==> config.mk <==
export PLATFORM = sky130hd
export DESIGN_NAME = ext_ctl_xfer_unit
export DESIGN_NICKNAME = d
export VERILOG_FILES = /design/src/rtl/ecx_pkg.sv /design/src/rtl/ecx_check.sv /design/src/rtl/ecx_encode.sv /design/src/rtl/ext_ctl_xfer_unit.sv
export SDC_FILE = /design/constraint.sdc
export NUM_CORES = 1
export LEC_CHECK = 0
export ABC_AREA = 1
export BUFFER_PORTS_ARGS = -buffer_cell sky130_fd_sc_hd__buf_4
export CELL_PAD_IN_SITES_DETAIL_PLACEMENT = 1
export CELL_PAD_IN_SITES_GLOBAL_PLACEMENT = 1
export CORE_ASPECT_RATIO = 1.25
export CORE_MARGIN = 8
export CORE_UTILIZATION = 26
export DETAILED_ROUTE_END_ITERATION = 8
export GPL_TIMING_DRIVEN = 0
export PLACE_DENSITY = 0.8
export SYNTH_ARGS = -nofsm -noshare
export SYNTH_HDL_FRONTEND = slang
export SYNTH_SLANG_ARGS = --single-unit
==> constraint.sdc <==
create_clock -name clk -period 1.2 [get_ports clk]
set_clock_uncertainty 0.1 [all_clocks]
set_input_delay 0.18 -clock clk [delete_from_list [all_inputs] [get_ports clk]]
set_output_delay 0.18 -clock clk [all_outputs]
set_load 0.05 [all_outputs]
==> src/rtl/ecx_pkg.sv <==
package ecx_pkg;
  localparam int RID_W  = 4;
  localparam int SIZE_W = 3;

  typedef enum logic [0:0] {
    ST_IDLE = 1'b0,
    ST_BUS  = 1'b1
  } ecx_state_e;

  typedef struct packed {
    logic              burst;
    logic [SIZE_W-1:0] size;
  } ecx_side_t;

  // resource ID most significant bit rides on burst, the rest on size
  function automatic ecx_side_t rid_to_side(input logic [RID_W-1:0] rid);
    ecx_side_t s;
    s.burst = rid[RID_W-1];
    s.size  = rid[SIZE_W-1:0];
    return s;
  endfunction

  function automatic logic word_misaligned(input logic [1:0] low_bits);
    return low_bits != 2'b00;
  endfunction
endpackage

==> src/rtl/ecx_check.sv <==
module ecx_check
  import ecx_pkg::*;
#(
  parameter int AW = 32
) (
  input  logic [AW-1:0] ea,
  input  logic          seg_direct,
  output logic          fault_align,
  output logic          fault_dsi
);
  always_comb begin
    fault_align = word_misaligned(ea[1:0]);
    // storage fault only reported when alignment is clean
    fault_dsi   = seg_direct && !fault_align;
  end

  always_comb begin

    excl_fault_chk: assert (!(fault_align && fault_dsi));
  end
endmodule

==> src/rtl/ecx_encode.sv <==
module ecx_encode
  import ecx_pkg::*;
#(
  parameter int CW = 32
) (
  input  logic [CW-1:0]     cfg,
  output logic              burst,
  output logic [SIZE_W-1:0] size
);
  ecx_side_t side;

  always_comb begin
    side  = rid_to_side(cfg[RID_W-1:0]);
    burst = side.burst;
    size  = side.size;
  end
endmodule

==> src/rtl/ext_ctl_xfer_unit.sv <==
module ext_ctl_xfer_unit
  import ecx_pkg::*;
#(
  parameter int AW = 32,
  parameter int DW = 32,
  parameter int CW = 32
) (
  input  logic              clk,
  input  logic              rst_n,
  input  logic              req_valid,
  output logic              req_ready,
  input  logic              req_write,
  input  logic [AW-1:0]     req_ea,
  input  logic [AW-1:0]     req_pa,
  input  logic              seg_direct,
  input  logic              dr_mode,
  input  logic [CW-1:0]     cfg_ext,
  input  logic [DW-1:0]     req_wdata,
  output logic              bus_req,
  input  logic              bus_ack,
  output logic [AW-1:0]     bus_addr,
  output logic [SIZE_W-1:0] bus_size,
  output logic              bus_burst,
  output logic              bus_write,
  output logic [DW-1:0]     bus_wdata,
  input  logic [DW-1:0]     bus_rdata,
  output logic              rsp_done,
  output logic [DW-1:0]     rsp_rdata,
  output logic              exc_align,
  output logic              exc_dsi
);
  ecx_state_e        state_q;
  logic              accept;
  logic              xfer_end;
  logic              fault_align;
  logic              fault_dsi;
  logic              enc_burst;
  logic [SIZE_W-1:0] enc_size;
  logic [AW-1:0]     sel_addr;

  ecx_check #(.AW(AW)) u_check (
    .ea          (req_ea),
    .seg_direct  (seg_direct),
    .fault_align (fault_align),
    .fault_dsi   (fault_dsi)
  );

  ecx_encode #(.CW(CW)) u_encode (
    .cfg   (cfg_ext),
    .burst (enc_burst),
    .size  (enc_size)
  );

  assign req_ready = (state_q == ST_IDLE);
  assign accept    = req_valid && req_ready;
  assign xfer_end  = (state_q == ST_BUS) && bus_ack;
  // relocation off: address undefined, the untranslated one is driven
  assign sel_addr  = dr_mode ? req_pa : req_ea;

  always_ff @(posedge clk) begin
    if (!rst_n) begin
      state_q   <= ST_IDLE;
      bus_req   <= 1'b0;
      bus_addr  <= '0;
      bus_size  <= '0;
      bus_burst <= 1'b0;
      bus_write <= 1'b0;
      bus_wdata <= '0;
      rsp_done  <= 1'b0;
      rsp_rdata <= '0;
      exc_align <= 1'b0;
      exc_dsi   <= 1'b0;
    end else begin
      rsp_done  <= 1'b0;
      exc_align <= 1'b0;
      exc_dsi   <= 1'b0;
      if (accept) begin
        if (fault_align) begin
          rsp_done  <= 1'b1;
          exc_align <= 1'b1;
        end else if (fault_dsi) begin
          rsp_done  <= 1'b1;
          exc_dsi   <= 1'b1;
        end else begin
          state_q   <= ST_BUS;
          bus_req   <= 1'b1;
          bus_addr  <= sel_addr;
          bus_size  <= enc_size;
          bus_burst <= enc_burst;
          bus_write <= req_write;
          bus_wdata <= req_write ? req_wdata : '0;
        end
      end
      if (xfer_end) begin
        state_q  <= ST_IDLE;
        bus_req  <= 1'b0;
        rsp_done <= 1'b1;
        if (!bus_write) rsp_rdata <= bus_rdata;
      end
    end
  end


  hold_stable_chk: assert property (@(posedge clk) disable iff (!rst_n)
    bus_req && !bus_ack |=> bus_req && $stable(bus_addr) && $stable(bus_size)
      && $stable(bus_burst) && $stable(bus_write) && $stable(bus_wdata));


  one_exc_chk: assert property (@(posedge clk) disable iff (!rst_n)
    !(exc_align && exc_dsi));


  align_no_bus_chk: assert property (@(posedge clk) disable iff (!rst_n)
    accept && fault_align |=> !bus_req && exc_align && rsp_done);


  dsi_no_bus_chk: assert property (@(posedge clk) disable iff (!rst_n)
    accept && fault_dsi |=> !bus_req && exc_dsi && rsp_done);


  end_done_chk: assert property (@(posedge clk) disable iff (!rst_n)
    xfer_end |=> rsp_done && !bus_req);


  busy_chk: assert property (@(posedge clk) disable iff (!rst_n)
    bus_req |-> !req_ready);


  start_chk: assert property (@(posedge clk) disable iff (!rst_n)
    $rose(bus_req) |-> $past(accept));
endmodule

==> results.cfg <==
[clocking]
cts_tree = yes
clock_sinks = 105
clockRootBuffer = clkbuf_16
numCtsBuffers = 9
clkSlewWorstSetupHoldPaths_ns = 0.07
clk_path_buf_depth = 2
clk_latency_ns = 0.35
ctsHtreeMaxLevel = 3

[yosys]
synth_cell_types = 18
syn-num-nets = 889
synthXorXnorAreaFrac = 0
synth.avg_cell_area_um2 = 6.46
synth-seq-cells = 105
synthSimpleGateAreaFrac = 0.358
yosysSeqAreaShare = 0.451
synth_top_family_by_area = simple AND/OR/NAND/NOR gates
syn_inst = 722
yosysWarningCount = 0
synth_mux_area_frac = 0
netlist_area_mm2 = 0.00466
synth_compound_area_frac = 0.0714
synth_fa_ha_area_frac = 0

[floorplan]
rows = 54
ioPinCount = 273
core_region_area_mm2 = 0.0175
die-area_mm2 = 0.0225
die_h_um = 166
initial_core_util = 0.267
die_w_um = 136

[global_routing]
first_global_vias = 6033
grt-ovfl-total = 0
grt_max_degree = 18
grt_pass1_wl_mm = 32.1
track_usage = 0.179
antenna_found_initial = 1

[run_status]
violations = setup timing
outcome = finished, violations left

[sta]
period_share = 1.10
rsz0062_at_grt = true
finalSetupViolCount = 101
min_period_ns = 1.32
final.setup.worst_slack_ns = -0.124
max_freq_mhz = 755
worst_pin_slew_ns = 0.626
drv_slew = 0
max_slew_margin = 0.583
hold_viol = 0
whs_ns = 0.0140

[drt]
wire_per_inst_um = 16.9
wl_mm = 21.1
drt_iter0_drc = 156
firstDrtPassIters = 4
post-route-drc-count = 0
ant_nets = 0
via_count = 5554
viasPerCell = 4.46

[placed_design]
port_buffers = 241
gp_congestion = 0.775
dp_slack_ns = -0.347
place_hpwl_mm = 14.9

[layout]
post_route_cells_drive_above_1_share = 0.359
nNetsFinal = 1183
syn_to_final_growth_pct = 72.8

[pwr]
peakVddDrop_uv = 521
power_per_cell_area_mw_per_mm2 = 1040
p_leak_nw = 4.10

[worst_setup_path]
cp_max_fo = 10
rrSetupSlack_ns = -0.12
worstPathArrival_ns = 1.46
start_kind = register
cp.required_ns = 1.34
cp-end-kind = register
critPathKind = register to register

[worst_hold_path]
hold_path.class = input port to register

[run]
maxCapViolations = 0
[registers in the layout, indices dropped and copies added (netlist names)]
signal     count
bus_addr      32
bus_wdata     32
rsp_rdata     32
bus_size       3
bus_burst      1
bus_write      1
exc_align      1
exc_dsi        1
rsp_done       1
state_q        1
[synth_stat cells]
master	instances	area [µm²]
nand2_2	1	6.26
o21ai_1	5	25.0
buf_2	17	85.1
o21ai_0	59	295
inv_1	86	323
nand4_1	31	194
nand2_1	176	661
clkbuf_1	21	78.8
nand3_2	1	10.0
nor2_1	204	766
buf_4	3	22.5
buf_1	4	15.0
nor2_2	2	12.5
a21boi_0	1	7.51
a21oi_1	1	5.00
buf_6	3	33.8
dfxtp_1	105	2100
nor2_4	2	22.5
[metal layers]
metal	vias up	part of all wire	track usage
met5	-	0	0
met4	0	0.038	0.0799
met3	41	0.063	0.0493
met2	158	0.53	0.333
met1	2585	0.37	0.177
li1	2770	-	-
[cell usage in the layout, fill, tap and decap left out, types with 4 or more instances in the layout]
cell type        n
nor2_1         164
dlygate4sd3_1   33
nor2_2          38
nand2_1        172
clkbuf_1        19
o21ai_0         57
nand2_2          4
o21ai_1          7
inv_1           85
buf_2            9
buf_6           93
nor2_4           6
dfxtp_1         80
buf_1            4
nand4_1         31
dfxtp_2         23
clkbuf_16       10
buf_8            4
buf_4          164
[stage by stage]
step,total power [mW],utilization,cell area [µm²],setup TNS (ns),instances
2_1_floorplan,4.61,-,4700,-4.29,722
3_3_place_gp,5.31,0.388,6790,-22.15,1187
3_5_place_dp,5.33,0.388,6790,-23.32,1187
4_1_cts,8.37,0.437,7650,-7.44,1243
5_1_grt,8.73,0.461,8060,-15.37,1246
6_report,8.38,0.461,8060,-6.72,1246
[worst paths after layout]
| kind | from | end | depth (start not counted) |
|---|---|---|---|
| min | bus_ack | state_q | 4 |
| min reg2reg | bus_wdata[27] | bus_wdata[27] | 2 |
| max reg2reg | state_q | rsp_rdata[1] | 7 |
| max | state_q | rsp_rdata[1] | 7 |
[power by group]
group	total (mW)	switching (mW)	internal, mW	leakage, nW
clock	2.88	1.45	1.42	0.137
sequential	3.68	0.0797	3.60	0.865
combinational	1.82	1.04	0.783	3.10
total	8.38	2.57	5.81	4.10
[layout make-up]
class | count | area, µm²
fill | 2202 | 9440
timing repair buffer | 283 | 2560
multi-input combinational | 483 | 2150
sequential | 105 | 2140
buffer | 48 | 332
inverter | 86 | 325
tap | 224 | 280
clock buffer | 10 | 229
clock inverter | 6 | 42.5
antenna | 1 | 2.50
[worst max-delay path, cell delays in order, from the launching register on]
cell and delay (ns):
dfxtp_4 0.38, nand2_2 0.08, nor2_4 0.11, buf_12 0.15
inv_4 0.06, buf_6 0.15, nor2_2 0.11, nor2_1 0.06
[what timing repair did]
item	in CTS	in global routing
setup buffers	5	0
endpoints found under the setup margin	117	180
hold endpoints to repair	33	0
resized for setup	59	130
hold buffers	33	0
gates cloned	2	2
pin swaps	2	8
[cell families after synthesis]
family / count (synthesis)
AND/OR/NAND/NOR: 417
AO/OA/AOI/OAI: 66
buffers and inverters: 134
flip-flops: 105
No activity file was read; power rests on OpenSTA's default activity.
